--- src/rtl/icap_pkg.sv ---
package icap_pkg;
   localparam int OFS_EDGE     = 0;
   localparam int OFS_IEN      = 1;
   localparam int OFS_STATUS   = 2;
   localparam int OFS_RELOAD   = 3;
   localparam int OFS_COUNT    = 4;
   localparam int OFS_CAP_BASE = 8;

   function automatic int cap_ofs(input int ch);
      return OFS_CAP_BASE + ch;
   endfunction
endpackage

--- src/rtl/icap_counter.sv ---
module icap_counter #(
   parameter int CNT_W = 8
) (
   input  logic             clk,
   input  logic             rst_n,
   input  logic             tick_i,
   input  logic             halt_i,
   input  logic [CNT_W-1:0] reload_i,
   output logic [CNT_W-1:0] cnt_o,
   output logic             ovf_o
);
   localparam logic [CNT_W-1:0] TOP = '1;

   logic [CNT_W-1:0] cnt_q;
   logic             ovf_q;
   logic             step;
   logic             at_top;

   assign step   = tick_i && !halt_i;
   assign at_top = (cnt_q == TOP);

   always_ff @(posedge clk or negedge rst_n) begin
      if (!rst_n) begin
         cnt_q <= '0;
         ovf_q <= 1'b0;
      end else begin
         ovf_q <= step && at_top;
         if (step) begin
            if (at_top) cnt_q <= reload_i;
            else        cnt_q <= cnt_q + 1'b1;
         end
      end
   end

   assign cnt_o = cnt_q;
   assign ovf_o = ovf_q;
endmodule

--- src/rtl/icap_sync_edge.sv ---
module icap_sync_edge #(
   parameter int STAGES = 2
) (
   input  logic clk,
   input  logic rst_n,
   input  logic pin_i,
   output logic rise_o,
   output logic fall_o
);
   logic synced;
   logic last_q;

   generate
      if (STAGES == 0) begin : g_direct
         assign synced = pin_i;
      end else if (STAGES == 1) begin : g_single
         logic s_q;
         always_ff @(posedge clk or negedge rst_n) begin
            if (!rst_n) s_q <= 1'b0;
            else        s_q <= pin_i;
         end
         assign synced = s_q;
      end else begin : g_chain
         logic [STAGES-1:0] chain_q;
         always_ff @(posedge clk or negedge rst_n) begin
            if (!rst_n) chain_q <= '0;
            else        chain_q <= {chain_q[STAGES-2:0], pin_i};
         end
         assign synced = chain_q[STAGES-1];
      end
   endgenerate

   always_ff @(posedge clk or negedge rst_n) begin
      if (!rst_n) last_q <= 1'b0;
      else        last_q <= synced;
   end

   assign rise_o = synced && !last_q;
   assign fall_o = !synced && last_q;
endmodule

--- src/rtl/icap_channel.sv ---
module icap_channel #(
   parameter int CNT_W       = 8,
   parameter int SYNC_STAGES = 2
) (
   input  logic             clk,
   input  logic             rst_n,
   input  logic             pin_i,
   input  logic             rise_sel_i,
   input  logic             irq_en_i,
   input  logic             halt_i,
   input  logic             rd_clr_i,
   input  logic [CNT_W-1:0] cnt_i,
   output logic             flag_o,
   output logic [CNT_W-1:0] cap_o,
   output logic             irq_o
);
   logic             rise;
   logic             fall;
   logic             hit;
   logic             take;
   logic             flag_q;
   logic [CNT_W-1:0] cap_q;

   icap_sync_edge #(.STAGES(SYNC_STAGES)) u_edge (
      .clk    (clk),
      .rst_n  (rst_n),
      .pin_i  (pin_i),
      .rise_o (rise),
      .fall_o (fall)
   );

   assign hit  = rise_sel_i ? rise : fall;
   // a software read in the same cycle wins; halted channels need their enable
   assign take = hit && !flag_q && !rd_clr_i && (!halt_i || irq_en_i);

   always_ff @(posedge clk or negedge rst_n) begin
      if (!rst_n) begin
         flag_q <= 1'b0;
         cap_q  <= '0;
      end else begin
         if (rd_clr_i)  flag_q <= 1'b0;
         else if (take) flag_q <= 1'b1;
         if (take && !halt_i) cap_q <= cnt_i;
      end
   end

   assign flag_o = flag_q;
   assign cap_o  = cap_q;
   assign irq_o  = flag_q && irq_en_i;
endmodule

--- src/rtl/icap_unit.sv ---
module icap_unit
   import icap_pkg::*;
#(
   parameter int CNT_W       = 8,
   parameter int NUM_CH      = 2,
   parameter int ADDR_W      = 4,
   parameter int SYNC_STAGES = 2
) (
   input  logic              clk,
   input  logic              rst_n,
   input  logic              cnt_tick_i,
   input  logic              halt_i,
   input  logic [NUM_CH-1:0] cap_pin_i,
   input  logic [ADDR_W-1:0] addr_i,
   input  logic              wr_en_i,
   input  logic [CNT_W-1:0]  wr_data_i,
   input  logic              rd_en_i,
   output logic [CNT_W-1:0]  rd_data_o,
   output logic [NUM_CH-1:0] irq_o,
   output logic              wake_o,
   output logic              ovf_o
);
   localparam int ADDR_SPAN = 1 << ADDR_W;

   generate
      if (CNT_W < 2) begin : g_bad_cnt_w
         $error("CNT_W must be at least 2");
      end
      if (NUM_CH < 1 || NUM_CH > CNT_W) begin : g_bad_num_ch
         $error("NUM_CH must be between 1 and CNT_W");
      end
      if (OFS_CAP_BASE + NUM_CH > ADDR_SPAN) begin : g_bad_addr_w
         $error("ADDR_W too small for the capture registers");
      end
      if (SYNC_STAGES < 0) begin : g_bad_sync
         $error("SYNC_STAGES must not be negative");
      end
   endgenerate

   logic [NUM_CH-1:0]            edge_sel_q;
   logic [NUM_CH-1:0]            irq_en_q;
   logic [CNT_W-1:0]             reload_q;
   logic [CNT_W-1:0]             cnt;
   logic [NUM_CH-1:0]            flags;
   logic [NUM_CH-1:0]            rd_clr;
   logic [NUM_CH-1:0][CNT_W-1:0] caps;

   always_ff @(posedge clk or negedge rst_n) begin
      if (!rst_n) begin
         edge_sel_q <= '0;
         irq_en_q   <= '0;
         reload_q   <= '0;
      end else if (wr_en_i) begin
         if (addr_i == ADDR_W'(OFS_EDGE))   edge_sel_q <= wr_data_i[NUM_CH-1:0];
         if (addr_i == ADDR_W'(OFS_IEN))    irq_en_q   <= wr_data_i[NUM_CH-1:0];
         if (addr_i == ADDR_W'(OFS_RELOAD)) reload_q   <= wr_data_i;
      end
   end

   icap_counter #(.CNT_W(CNT_W)) u_counter (
      .clk      (clk),
      .rst_n    (rst_n),
      .tick_i   (cnt_tick_i),
      .halt_i   (halt_i),
      .reload_i (reload_q),
      .cnt_o    (cnt),
      .ovf_o    (ovf_o)
   );

   generate
      for (genvar g = 0; g < NUM_CH; g++) begin : g_ch
         assign rd_clr[g] = rd_en_i && (addr_i == ADDR_W'(cap_ofs(g)));

         icap_channel #(.CNT_W(CNT_W), .SYNC_STAGES(SYNC_STAGES)) u_chan (
            .clk        (clk),
            .rst_n      (rst_n),
            .pin_i      (cap_pin_i[g]),
            .rise_sel_i (edge_sel_q[g]),
            .irq_en_i   (irq_en_q[g]),
            .halt_i     (halt_i),
            .rd_clr_i   (rd_clr[g]),
            .cnt_i      (cnt),
            .flag_o     (flags[g]),
            .cap_o      (caps[g]),
            .irq_o      (irq_o[g])
         );
      end
   endgenerate

   always_comb begin
      rd_data_o = '0;
      if (addr_i == ADDR_W'(OFS_EDGE))   rd_data_o = CNT_W'(edge_sel_q);
      if (addr_i == ADDR_W'(OFS_IEN))    rd_data_o = CNT_W'(irq_en_q);
      if (addr_i == ADDR_W'(OFS_STATUS)) rd_data_o = CNT_W'(flags);
      if (addr_i == ADDR_W'(OFS_RELOAD)) rd_data_o = reload_q;
      if (addr_i == ADDR_W'(OFS_COUNT))  rd_data_o = cnt;
      for (int i = 0; i < NUM_CH; i++) begin
         if (addr_i == ADDR_W'(cap_ofs(i))) rd_data_o = caps[i];
      end
   end

   assign wake_o = halt_i && (|irq_o);
endmodule

--- config.mk ---
export PLATFORM = sky130hd
export DESIGN_NAME = icap_unit
export DESIGN_NICKNAME = d
export VERILOG_FILES = /design/src/rtl/icap_pkg.sv /design/src/rtl/icap_counter.sv /design/src/rtl/icap_sync_edge.sv /design/src/rtl/icap_channel.sv /design/src/rtl/icap_unit.sv
export SDC_FILE = /design/constraint.sdc
export NUM_CORES = 1
export LEC_CHECK = 0
export ABC_AREA = 0
export BUFFER_PORTS_ARGS = -buffer_cell sky130_fd_sc_hd__buf_2
export CAP_MARGIN = 20
export CORE_UTILIZATION = 50
export CTS_CLUSTER_DIAMETER = 200
export CTS_CLUSTER_SIZE = 30
export DETAILED_ROUTE_END_ITERATION = 8
export PLACE_DENSITY = 0.76
export SKIP_LAST_GASP = 1
export SLEW_MARGIN = 5
export SYNTH_ARGS = -nofsm -noshare
export SYNTH_HDL_FRONTEND = slang
export SYNTH_SLANG_ARGS = --single-unit
--- constraint.sdc ---
create_clock -name clk -period 3.4 [get_ports clk]
set_input_delay 0.17 -clock clk [delete_from_list [all_inputs] [get_ports clk]]
set_output_delay 0.17 -clock clk [all_outputs]
set_load 0.01 [all_outputs]
## Word-level counts from Yosys, hierarchy flattened

Index checks and enable logic that the tools add are counted.

| word-level totals | value |
|---|---|
| bits in registers | 45 |
| bits of input ports | 20 |
| output and inout bits | 12 |
| word-level logic and storage cells | 72 |

| cells by class | value |
|---|---|
| add/sub/neg operators | 1 |
| eq/ne operators | 7 |
| multiplexer cells | 14 |
| reductions and logical operators | 37 |

Operators with widths:

| kind | count |
|---|---|
| 2-to-1 mux 8 bit | 7 |
| logical AND 1 bit | 19 |
| zero test 1 bit | 9 |
| adder 8 x 1 -> 8 bit, second input constant | 1 |
| equality test 4 x 2 -> 1 bit, second input constant | 2 |
| equality test 4 bit, second input constant | 2 |
| equality test 8 bit, second input constant | 1 |
| 2-to-1 mux 1 bit | 6 |
| AND reduction 2 bit | 3 |
| equality test 4 x 1 -> 1 bit, second input constant | 1 |
| equality test 4 x 3 -> 1 bit, second input constant | 1 |
| zero test 4 bit | 1 |
| nonzero test 2 bit | 2 |
| logical OR 1 bit | 2 |
| 2-to-1 mux 2 bit | 1 |
| OR reduction 2 bit | 1 |

## Longest topological paths before layout

Gate-level depths: netlist of the first run.

| depth | value |
|---|---|
| depth after elaboration | 8 |
| gate-level depth with buffers | 7 |
| depth with buffers taken out | 5 |

## Modules after synthesis

From an unflattened synthesis of the first run, not the netlist that was laid out.

| second synthesis, totals | value |
|---|---|
| cells, all modules | 208 |
| area, all modules | 2388.5 µm² |

By module, submodules not included:

| module | instances | cells an instance | area each (µm²) | seq. area each (µm²) |
|---|---|---|---|---|
| icap_unit | 1 | 94 | 880.8 | 300.3 |
| icap_channel | 2 | 24 | 399.1 | 225.2 |
| icap_counter | 1 | 56 | 529.3 | 225.2 |
| icap_sync_edge | 2 | 5 | 90.1 | 75.1 |

## Least setup slack after synthesis of the first run

No wires, ideal clock.

| path | value |
|---|---|
| kind | register to register |
| start point | register u_counter.cnt_q[0], in the netlist u_counter.cnt_o[0] |
| end point | register u_counter.cnt_q[5], in the netlist u_counter.cnt_o[5] |
| setup time | 124 ps |
| arrival time | 1639 ps |
| setup slack | 1637 ps |
| stages on the path, launching flop included | 7 |
| period minus slack after synthesis | 1763 ps |
| cells stage by stage | dfrtp_1 ha_1 and4_1 buf_2 nand3_1 mux2_2 a211o_1 |

| on the way | value |
|---|---|
| longest elaborated chain between the ends | 2 |
| elaborated cells on any way between the ends | 3 |
| those cells by class | add/sub: 1; eq/ne: 1; mux: 1 |

Ends and longest elaborated chain:

| element | RTL line | source |
|---|---|---|
| start: declaration | icap_counter.sv:14 | `logic [CNT_W-1:0] cnt_q;` |
| start signal: assignment | icap_counter.sv:29 | `if (at_top) cnt_q <= reload_i;` |
| start signal: assignment | icap_counter.sv:30 | `else cnt_q <= cnt_q + 1'b1;` |
| adder 8 x 1 -> 8 bit / equality test 8 bit (equally long branches) | icap_counter.sv:30, icap_counter.sv:20 |  |
| 2-to-1 mux 8 bit (*) | icap_counter.sv:29 |  |

Mark *: on every way between the ends. The rest lies on a longest branch, timed or not.
A chain may end at the register's enable or synchronous reset.

## Worst setup path in the final report of the first run

| path | value |
|---|---|
| start point | register u_counter.cnt_q[0], in the netlist u_counter.cnt_o[0] |
| end point | register u_counter.cnt_q[0], in the netlist u_counter.cnt_o[0] |

Same word-level chain as after synthesis.

==> results of run 1 <==
==> cells in the mapped netlist (2+ instances only) <==
cell | instances | area share [%]
clkbuf_1 | 7 | 1.1
o21a_1 | 2 | 0.65
nand2_1 | 21 | 3.4
nor2b_1 | 4 | 1.1
nor2_1 | 14 | 2.3
nand3_1 | 7 | 1.5
dfrtp_1 | 45 | 49
buf_2 | 4 | 0.87
nor3_1 | 2 | 0.44
o31ai_1 | 2 | 0.65
a21o_1 | 7 | 2.3
o21ai_0 | 10 | 2.2
a21oi_1 | 17 | 3.7
or3b_1 | 2 | 0.76
and4_1 | 3 | 1.1
and2_1 | 4 | 1.1
a221oi_2 | 2 | 1.3
nand3b_1 | 2 | 0.65
inv_1 | 3 | 0.49
clkbuf_2 | 2 | 0.44
mux2_2 | 31 | 15
buf_4 | 2 | 0.65
mux2i_1 | 3 | 1.3
and3_1 | 2 | 0.55
==> power by group through the flow <==
stage	Combinational (uW)	Sequential, uW	Clock (uW)
2_1_floorplan	285	780	0
3_3_place_gp	329	829	0
3_5_place_dp	338	835	0
4_1_cts	342	825	419
5_1_grt	380	850	436
6_report	342	828	408
==> worst paths after layout <==
check | end | slack [ns]
min in group asynchronous | u_counter.ovf_o | 0.27
worst max register to register | u_counter.cnt_o[0] | 1.48
worst min register to register | g_ch[0].u_chan.u_edge.g_chain.chain_q[1] | 0.36
worst min-delay path | g_ch[1].u_chan.flag_o | 0.07
worst max-delay path | u_counter.cnt_o[0] | 1.48
max in group asynchronous | g_ch[1].u_chan.u_edge.g_chain.chain_q[1] | 2.67
==> logic make-up (layout without fill, tap and decap cells) <==
| kind of cell | count (synthesis) | after routing | share of synthesized area, % |
|---|---|---|---|
| flops | 45 | 45 | 49.1 |
| mux | 34 | 34 | 16.5 |
| simple gates | 69 | 69 | 16.3 |
| fa+ha+maj | 1 | 1 | 0.545 |
| buf+inv | 19 | 46 | 3.76 |
| compound gates | 47 | 47 | 13.4 |
| xor+xnor | 1 | 1 | 0.382 |
==> flip-flops by register name, summed over array words and instances (netlist names) <==
register / count
g_ch.u_chan.cap_o: 16
reload_q: 8
u_counter.cnt_o: 8
g_ch.u_chan.u_edge.g_chain.chain_q: 4
edge_sel_q: 2
g_ch.u_chan.flag_o: 2
g_ch.u_chan.u_edge.last_q: 2
irq_en_q: 2
u_counter.ovf_o: 1
==> routing by layer <==
layer | up-vias | wire, um | global-route usage, %
li1 | 814 | - | -
met5 | - | 0 | 0
met3 | 8 | 192 | 4.36
met2 | 37 | 2170 | 33.0
met4 | 0 | 86 | 8.00
met1 | 825 | 2300 | 30.2
==> stage by stage <==
stage          total power (uW)  instances  hold WS, ns  area [um^2]
2_1_floorplan              1070        216       -0.126         2290
6_report                   1580        295       0.0697         2610
3_5_place_dp               1170        283        0.283         2440
3_3_place_gp               1160        283        0.279         2440
4_1_cts                    1590        293       0.0499         2570
5_1_grt                    1670        295       0.0772         2610
==> worst max-delay path, stage by stage (launching register included) <==
cell and delay, ns:
dfrtp_1 0.46, ha_1 0.25, and4_1 0.34, and4_1 0.42
nor3_1 0.08, a311o_1 0.27
==> timing repair <==
item / in CTS / in global routing
hold endpoints to repair: 2 / 9
hold buffers: 2 / 1
endpoints found under the setup margin: 0 / 0
==> cell type report <==
type                    instances  area [um^2]  area share (%)
flip-flops and latches         45         1130            43.2
multi-input cells             152         1080            41.5
repair buffers                 35          205            7.88
clock buffers                   7         86.3            3.31
well taps                      52         65.1            2.50
clock inverters                 1         30.0            1.15
inverters                       3         11.3           0.432
==> reports/qor.txt, run 1 <==
Mapped Area - 2290 um^2
post-route antenna net violation count - 0
DR iter-0 viols - 127
die area - 4860 um^2
layout cells sized above 1 - 30.9%
status - finished, final reports clean
reg2reg start - u_counter.cnt_o[0]
Setup TNS - 0 ns
Post-synth EDFFs - 0
Num CTS Buffers - 5
clk sinks - 45
CTS root buffer - clkbuf_8
Pleak - 0.00115 uW
Setup crit start kind - flip-flop
asr flop ratio synth - 100%
switch share - 29.2%
post-layout minimum cycle time - 1.92 ns
post-synthesis sequential area ratio - 49.1%
CP Class - reg -> reg
Final Hold Fails - 0
fillers - 393
Slew HR - 47.0%
VDD IR max - 0.000424 V
Clock transition at path regs - 0.07 ns
Clock Tree Buf Depth - 2
Max Cap Viol - 0
worst r2r path cells - 5
Main synth FF type - dfrtp_1
row count - 24
Worst Clk Skew - 0.00570 ns
die width - 69.7 um
Post-Syn Nets - 237
Critical Path RT - 3.58 ns
HPWL after DPL - 3270 um
ANT cells - 0
PostCTS Resize Cnt - 0
f_max - 520 MHz
most frequent cells in the layout - dfrtp_1 (45), mux2_2 (31), buf_2 (31), nand2_1 (21), a21oi_1 (17)
leading cell type in the layout, fill and taps excluded - dfrtp_1
GP Congestion - 0.814
Critical Path AT - 2.11 ns
switching power - 461 uW
I/O pin total - 32
DP Worst Slack - 1.51 ns
Cells after Synth - 216
FF+latch count, synth - 45
CP startpoint - u_counter.cnt_o[0]
setup bufs post-CTS - 0
PD cells - 606 nW/um^2
CTS tree - done
Worst Hold Depth - 2
GRT Residual Overflow - 0
RSZ-0062 raised after global routing - no
WL/cell - 16.1 um
final setup margin - 1.48 ns
antenna violations before repair - 0
Pre-Repair DR Iteration Count - 4
crit share post-route - 56.6%
synth warn - 0
Starting Density - 52.3%
Clk pwr share - 25.9%
Hold WC Path Type - in -> reg
first-pass GRT wire length - 7990 um
register share of total power - 52.5%
Port-buffer cells - 31
core footprint - 4380 um^2
Layout area overhead - 13.6%
Hold Path Origin - rd_en_i
final-stage net count - 263
Pins Over Slew Limit - 0
post-route DRC violation count - 0
Clock H-tree levels - 2
Core Util, Final - 59.4%
worst skew pair latency - 0.30 ns
Synth Area per Inst - 10.6 um^2
DR vias - 1684
Worst Setup End Kind - flip-flop
Vias/cell - 5.71
largest net degree at the start of global routing - 46
Internal - 1120 uW
final WL - 4750 um
GRT Resource Usage Total - 21.5%
die height - 69.7 um
Cell variety after synth - 42
Logic pwr share - 21.7%
Slew @ Worst Pin - 0.793 ns
final setup vio count - 0
vias in the first global route - 1588
CP max FO - 7
Note: power is estimated with default switching activity, not from simulation.
==> run 2, diff against run 1 <==
Settings changed: ABC_AREA 0 to 1, PLACE_DENSITY 0.76 to 0.78.
Clock period 3.4 ns to 1.6 ns, I/O delays scaled along.
==> run 2 against run 1 <==
  * The flow now finishes with violations (design-rule violations)
  * Critical path depth up 3
  * Utilization grew 1.5 points
  * Die area up 4.6%
  * First-iteration DRC count rose by 39%
  * Wire length up 8.0%
  * Via count up 23%
  * Non-clock buffer count rose by 3
  * Hold slack worse by 0.052 ns
  * Sequential power is 120% higher
  * Synthesized area up 4.7%
  * Sequential cell count is the same
  * Synthesized cell count rose by 42%
  * Largest power group unchanged
==> reports/qor.txt, run 2 <==
die height - 71.3 um (was 69.7 um)
core footprint - 4470 um^2 (was 4380 um^2)
f_max - 711 MHz (was 520 MHz)
DR vias - 2067 (was 1684)
largest net degree at the start of global routing - 28 (was 46)
crit share post-route - 87.9% (was 56.6%)
Main synth FF type - dfrtp_1 (unchanged)
Port-buffer cells - 31 (unchanged)
final WL - 5130 um (was 4750 um)
Core Util, Final - 60.9% (was 59.4%)
Synth Area per Inst - 7.85 um^2 (was 10.6 um^2)
leading cell type in the layout, fill and taps excluded - nand2_1 (was dfrtp_1)
CP Class - reg -> reg (unchanged)
most frequent cell on the critical path - inv_1 (was and4_1)
die width - 71.3 um (was 69.7 um)
crit-path cells - ha_1 -> inv_1 -> nor2_8 -> nand2_4 -> nor3_4 -> nand2_1 -> o21ai_1 -> inv_1 (was ha_1 -> and4_1 -> and4_1 -> nor3_1 -> a311o_1)
Layout Cells excl Fill - 395 (was 295)
Mapped Area - 2400 um^2 (was 2290 um^2)
Clock H-tree levels - 2 (unchanged)
row count - 24 (unchanged)
RSZ-0062 raised after global routing - no (unchanged)
antenna violations before repair - 0 (unchanged)
post-route antenna net violation count - 0 (unchanged)
synth warn - 0 (unchanged)
Placed Cells - 385 (was 283)
post-route DRC violation count - 1 (was 0)
Setup TNS - 0 ns (unchanged)
failing checks - design-rule violations
I/O pin total - 32 (unchanged)
Worst Clk Skew - 0.00388 ns (was 0.00570 ns)
share of the synthesized area in the top cell type - 46.9% (was 49.1%)
CTS tree - done (unchanged)
status - finished, violations left (was finished, final reports clean)
Worst Setup End Kind - flip-flop (unchanged)
Clock transition at path regs - 0.07 ns (about the same)
Pleak - 0.00151 uW (was 0.00115 uW)
first-pass GRT wire length - 8890 um (was 7990 um)
Post-Syn Nets - 327 (was 237)
Clock Tree Buf Depth - 2 (unchanged)
Starting Density - 53.7% (was 52.3%)
worst skew pair latency - 0.29 ns (was 0.30 ns)
final-stage net count - 364 (was 263)
GRT Resource Usage Total - 22.8% (was 21.5%)
PD cells - 1260 nW/um^2 (was 606 nW/um^2)
GRT Residual Overflow - 0 (unchanged)
max reg flops - 16 (unchanged)
Layout area overhead - 13.4% (was 13.6%)
most frequent cells in the layout - nand2_1 (108), dfrtp_1 (45), nand3_1 (39), buf_2 (31), inv_1 (27) (was dfrtp_1 (45), mux2_2 (31), buf_2 (31), nand2_1 (21), a21oi_1 (17))
clk sinks - 45 (unchanged)
Final Hold Fails - 0 (unchanged)
Commonest cells post-synth - nand2_1 (108), dfrtp_1 (45), nand3_1 (39), inv_1 (27), nor2_1 (19) (was dfrtp_1 (45), mux2_2 (31), nand2_1 (21), a21oi_1 (17), nor2_1 (14))
post-synthesis sequential area ratio - 46.9% (was 49.1%)
Post-synth EDFFs - 0 (unchanged)
Pre-Repair DR Iteration Count - 6 (was 4)
post-layout minimum cycle time - 1.41 ns (was 1.92 ns)
HPWL after DPL - 3860 um (was 3270 um)
Cell variety after synth - 30 (was 42)
Num CTS Buffers - 5 (unchanged)
GP Congestion - 0.887 (was 0.814)
layout cells sized above 1 - 19.2% (was 30.9%)
CTS root buffer - clkbuf_8 (unchanged)
area leader, netlist - dfrtp_1 (unchanged)
Slew HR - 69.0% (was 47.0%)
CP max FO - 7 (unchanged)
Slew @ Worst Pin - 0.465 ns (was 0.793 ns)
final setup vio count - 0 (unchanged)
max incr delay on CP - 0.46 ns (about the same)
WL/cell - 13.0 um (was 16.1 um)
vias in the first global route - 1919 (was 1588)
die area - 5090 um^2 (was 4860 um^2)
Vias/cell - 5.23 (was 5.71)
ANT cells - 0 (unchanged)
most frequent cell after synthesis - nand2_1 (was dfrtp_1)
Max Cap Viol - 0 (unchanged)
Synth area leaders - dfrtp_1 (47%), nand2_1 (17%), nand3_1 (8.1%), inv_1 (4.2%), nor2_1 (3.0%) (was dfrtp_1 (49%), mux2_2 (15%), a21oi_1 (3.7%), nand2_1 (3.4%), a21o_1 (2.3%))
asr flop ratio synth - 100% (unchanged)
Hold Slack - 0.0175 ns (was 0.0697 ns)
Pins Over Slew Limit - 0 (unchanged)
FF+latch count, synth - 45 (unchanged)
DR iter-0 viols - 176 (was 127)
Tot Pwr - 3430 uW (was 1580 uW)
Hold WC Path Type - in -> reg (unchanged)
VDD IR max - 0.000616 V (was 0.000424 V)
Critical Path RT - 1.79 ns (was 3.58 ns)
setup bufs post-CTS - 0 (unchanged)
Critical Path AT - 1.59 ns (was 2.11 ns)
Setup crit start kind - flip-flop (unchanged)
critical path's slowest cell - dfrtp_1 (unchanged)
Cells after Synth - 306 (was 216)
[run 2: cell count changes in the layout (fill, tap and decap cells not counted), sizes merged, moves of 4 or more]
cell / before / now
nand4: 1 / 5
inv: 3 / 30
mux2: 31 / 0
nand3: 7 / 41
o2111ai: 0 / 4
nand2: 22 / 116
a21o: 7 / 0
a21oi: 17 / 10
nor2b: 4 / 0
nor2: 14 / 27
[run 2: per-stage QoR]
step	setup slack, ns	instance area (um^2)
2_1_floorplan	0.316	2400
4_1_cts	0.199	2730
3_3_place_gp	0.239	2610
5_1_grt	0.0796	2730
3_5_place_dp	0.214	2610
6_report	0.194	2730
[run 2: worst paths after layout]
check                                                    startpoint                                  endpoint  slack [ns]  cells after the start
max                                              u_counter.cnt_o[1]                        u_counter.cnt_o[6]        0.19                      8
max reg2reg                                      u_counter.cnt_o[1]                        u_counter.cnt_o[6]        0.19                      8
min                                                    wr_data_i[2]                               reload_q[2]        0.02                      3
min reg2reg                g_ch[1].u_chan.u_edge.g_chain.chain_q[0]  g_ch[1].u_chan.u_edge.g_chain.chain_q[1]        0.35                      0
min in group asynchronous                                     rst_n              g_ch[0].u_chan.u_edge.last_q        0.27                      2
max in group asynchronous                                     rst_n                        u_counter.cnt_o[0]        0.83                      3
[run 2: cells by family (layout without fill, tap and decap cells)]
| family | count (synthesis) | after routing | share of synthesized area (%) |
|---|---|---|---|
| simple gates | 191 | 191 | 37.9 |
| flops | 45 | 45 | 46.9 |
| buf+inv | 39 | 76 | 7.34 |
| compound gates | 29 | 29 | 6.98 |
| fa+ha+maj | 1 | 1 | 0.521 |
| xor+xnor | 1 | 1 | 0.365 |
[run 2: routing by layer]
layer / vias to the layer above / GRT usage, % / share of wire (%)
li1: 1048 / - / -
met1: 946 / 32.5 / 49
met2: 62 / 33.9 / 44
met3: 11 / 4.22 / 5.0
met4: 0 / 10.4 / 2.0
met5: - / 0 / 0
[run 2: cell type report]
type / instances / area (um^2)
Multi-Input combinational cell: 222 / 1100
Sequential cell: 45 / 1130
Timing Repair Buffer: 38 / 228
Inverter: 31 / 120
Clock buffer: 7 / 86.3
Tap cell: 52 / 65.1
Fill cell: 415 / 1750
[run 2: timing repair]
action	CTS	global route
setup endpoints to repair	0	0
endpoints found under the hold margin	20	0
gates resized for setup	0	0
hold buffers	3	0
[run 2: power by group]
part | total [uW] | internal [uW] | switching, uW
clock | 687 | 342 | 345
combinational | 941 | 354 | 587
sequential | 1800 | 1490 | 313
[run 2: critical path: cells and delay by family (launching register included)]
kind	cells	cell delay (ns)
and+or+nand+nor	4	0.46
adders and majority gates	1	0.18
AOI/OAI and AO/OA	1	0.07
buffers and inverters	2	0.14
DFF	1	0.46
==> run 3, diff against run 2 <==
Settings changed: SYNTH_HIERARCHICAL from default to 1.
==> run 3 against run 2 <==
  * The flow now finishes without violations
  * Synthesized area rose by 3.5%
  * Largest cell class is now multi-input gates
  * Critical path type unchanged
  * Register-to-register slack is essentially flat
  * Power up 2.1%
  * Wire length is 12% higher
==> reports/qor.txt, run 3 <==
CTS Hold Buffers Added - 3 (unchanged)
DR vias - 2215 (was 2067)
worst skew pair latency - 0.30 ns (was 0.29 ns)
leading cell type in the layout, fill and taps excluded - nand2_1 (unchanged)
row count - 25 (was 24)
Max Cap Viol - 0 (unchanged)
PD cells - 1200 nW/um^2 (was 1260 nW/um^2)
clk sinks - 45 (unchanged)
FF+latch count, synth - 45 (unchanged)
reg2reg start - u_counter/cnt_o[1] (was u_counter.cnt_o[1])
GRT Resource Usage Total - 24.1% (was 22.8%)
Mapped Area - 2490 um^2 (was 2400 um^2)
Cell variety after synth - 28 (was 30)
Clock transition at path regs - 0.08 ns (was 0.07 ns)
RR Endpoint - u_counter/cnt_o[5] (was u_counter.cnt_o[6])
Final Hold Fails - 0 (unchanged)
WL/cell - 13.4 um (was 13.0 um)
setup bufs post-CTS - 0 (unchanged)
CTS tree - done (unchanged)
Reg2Reg Setup Slack - 0.20 ns (was 0.19 ns)
post-layout minimum cycle time - 1.40 ns (was 1.41 ns)
Pins Over Slew Limit - 0 (unchanged)
layout cells sized above 1 - 19.7% (was 19.2%)
Synth Area per Inst - 7.84 um^2 (was 7.85 um^2)
post-route DRC violation count - 0 (was 1)
Commonest cells post-synth - nand2_1 (116), dfrtp_1 (45), nand3_1 (32), inv_1 (29), nand4_1 (24) (was nand2_1 (108), dfrtp_1 (45), nand3_1 (39), inv_1 (27), nor2_1 (19))
Critical Path AT - 1.59 ns (about the same)
Vias/cell - 5.18 (was 5.23)
max reg flops - 16 (unchanged)
share of the synthesized area in the top cell type - 45.3% (was 46.9%)
Critical Path RT - 1.79 ns (about the same)
final setup vio count - 0 (unchanged)
DP Worst Slack - 0.241 ns (was 0.214 ns)
post-route antenna net violation count - 0 (unchanged)
area leader, netlist - dfrtp_1 (unchanged)
Setup crit end - u_counter/cnt_o[5] (was u_counter.cnt_o[6])
worst r2r path cells - 8 (unchanged)
asr flop ratio synth - 100% (unchanged)
Cells after Synth - 317 (was 306)
Starting Density - 52.3% (was 53.7%)
VDD IR max - 0.000586 V (was 0.000616 V)
Slew HR - 68.2% (was 69.0%)
die height - 72.5 um (was 71.3 um)
Sequential Area - 1130 um^2 (unchanged)
final-stage net count - 381 (was 364)
status - finished, final reports clean (was finished, violations left)
CP Class - reg -> reg (unchanged)
CP startpoint - u_counter/cnt_o[1] (was u_counter.cnt_o[1])
GRT Residual Overflow - 0 (unchanged)
die area - 5260 um^2 (was 5090 um^2)
synth warn - 6 (was 0)
CP max FO - 9 (was 7)
vias in the first global route - 1964 (was 1919)
Main synth FF type - dfrtp_1 (unchanged)
Worst Clk Skew - 0.0105 ns (was 0.00388 ns)
Layout area overhead - 16.9% (was 13.4%)
Worst Setup End Kind - flip-flop (unchanged)
PostCTS Resize Cnt - 0 (unchanged)
GP Congestion - 0.925 (was 0.887)
Clock Tree Buf Depth - 2 (unchanged)
Pleak - 0.00154 uW (was 0.00151 uW)
final setup margin - 0.200 ns (was 0.194 ns)
die width - 72.5 um (was 71.3 um)
most frequent cells in the layout - nand2_1 (116), dfrtp_1 (45), nand3_1 (32), buf_2 (31), inv_1 (29) (was nand2_1 (108), dfrtp_1 (45), nand3_1 (39), buf_2 (31), inv_1 (27))
first-pass GRT wire length - 9520 um (was 8890 um)
crit share post-route - 87.5% (was 87.9%)
Port-buffer cells - 31 (unchanged)
post-synthesis sequential area ratio - 45.3% (was 46.9%)
Post-synth EDFFs - 0 (unchanged)
Setup TNS - 0 ns (unchanged)
HPWL after DPL - 4280 um (was 3860 um)
largest net degree at the start of global routing - 27 (was 28)
Multi-input gate area - 1200 um^2 (was 1100 um^2)
core footprint - 4750 um^2 (was 4470 um^2)
antenna violations before repair - 0 (unchanged)
I/O pin total - 32 (unchanged)
f_max - 714 MHz (was 711 MHz)
Clock H-tree levels - 2 (unchanged)
ANT cells - 0 (unchanged)
Slew @ Worst Pin - 0.476 ns (was 0.465 ns)
DR iter-0 viols - 217 (was 176)
final WL - 5740 um (was 5130 um)
CTS root buffer - clkbuf_8 (unchanged)
most frequent cell after synthesis - nand2_1 (unchanged)
Hold WC Path Type - in -> reg (unchanged)
Pre-Repair DR Iteration Count - 4 (was 6)
Post-Syn Nets - 338 (was 327)
Setup crit start kind - flip-flop (unchanged)
Synth area leaders - dfrtp_1 (45%), nand2_1 (18%), nand3_1 (6.4%), nand4_1 (6.0%), inv_1 (4.4%) (was dfrtp_1 (47%), nand2_1 (17%), nand3_1 (8.1%), inv_1 (4.2%), nor2_1 (3.0%))
Num CTS Buffers - 5 (unchanged)
RSZ-0062 raised after global routing - no (unchanged)
fillers - 444 (was 415)
==> run 3: cell types whose count changed in the layout (fill, tap and decap cells not counted), sizes merged, moves of 3 or more <==
cell	before	now
a21oi	10	1
nand2	116	126
inv	30	33
nand4	5	24
nand3	41	34
o2111ai	4	0
==> run 3: kinds of logic after synthesis <==
family	after synthesis	synth area share (%)
adder cells (fa/ha/maj)	1	0.503
AND/OR/NAND/NOR	218	44.6
AO/OA/AOI/OAI	15	3.32
flip-flops	45	45.3
buffers and inverters	38	6.24
==> run 3: cell type report <==
type / count / share of cell area [%]
Clock buffer: 6 / 2.84
Timing Repair Buffer: 39 / 8.09
Tap cell: 67 / 2.88
Sequential cell: 45 / 38.7
Inverter: 35 / 4.69
Clock inverter: 2 / 1.29
Multi-Input combinational cell: 234 / 41.5
==> run 3: report_power, final <==
part	total, uW	switching, uW	internal (uW)
sequential	1710	305	1410
clock	898	390	508
combinational	892	550	342
total	3500	1250	2260
==> run 3: through the flow <==
stage / std cells / total power, uW / utilization (%) / cell area, um^2 / hold slack (ns)
2_1_floorplan: 317 / 2310 / - / 2490 / -0.216
3_3_place_gp: 417 / 2590 / 58.0 / 2760 / 0.0542
3_5_place_dp: 417 / 2620 / 58.0 / 2760 / 0.0628
4_1_cts: 428 / 3520 / 61.1 / 2910 / 0.000867
5_1_grt: 428 / 3740 / 61.1 / 2910 / 0.0137
6_report: 428 / 3500 / 61.1 / 2910 / 0.00775
==> run 3: how the worst min path moves through the flow <==
stage	from	end	cells past startpoint
4_1_cts	wr_data_i[6]	reload_q[6]	3
5_1_grt	wr_data_i[4]	reload_q[4]	3
3_3_place_gp	rst_n	g_ch[1].u_chan/flag_o	1
3_5_place_dp	rst_n	g_ch[1].u_chan/flag_o	1
6_report	wr_data_i[6]	reload_q[6]	3
2_1_floorplan	rst_n	edge_sel_q[0]	0
==> run 3: layer usage <==
metal	wire [um]	global-route usage [%]
met4	72	7.84
met1	2720	35.1
met5	0	0
met3	297	4.17
met2	2650	36.7
==> run 3: worst max-delay path: stages, from the launching register on <==
cell	delay [ns]
dfrtp_1	0.47
ha_1	0.25
nand2_4	0.09
nor2_8	0.19
nand3_1	0.09
nand2_1	0.07
inv_1	0.04
nand2_1	0.06
nand2_1	0.05
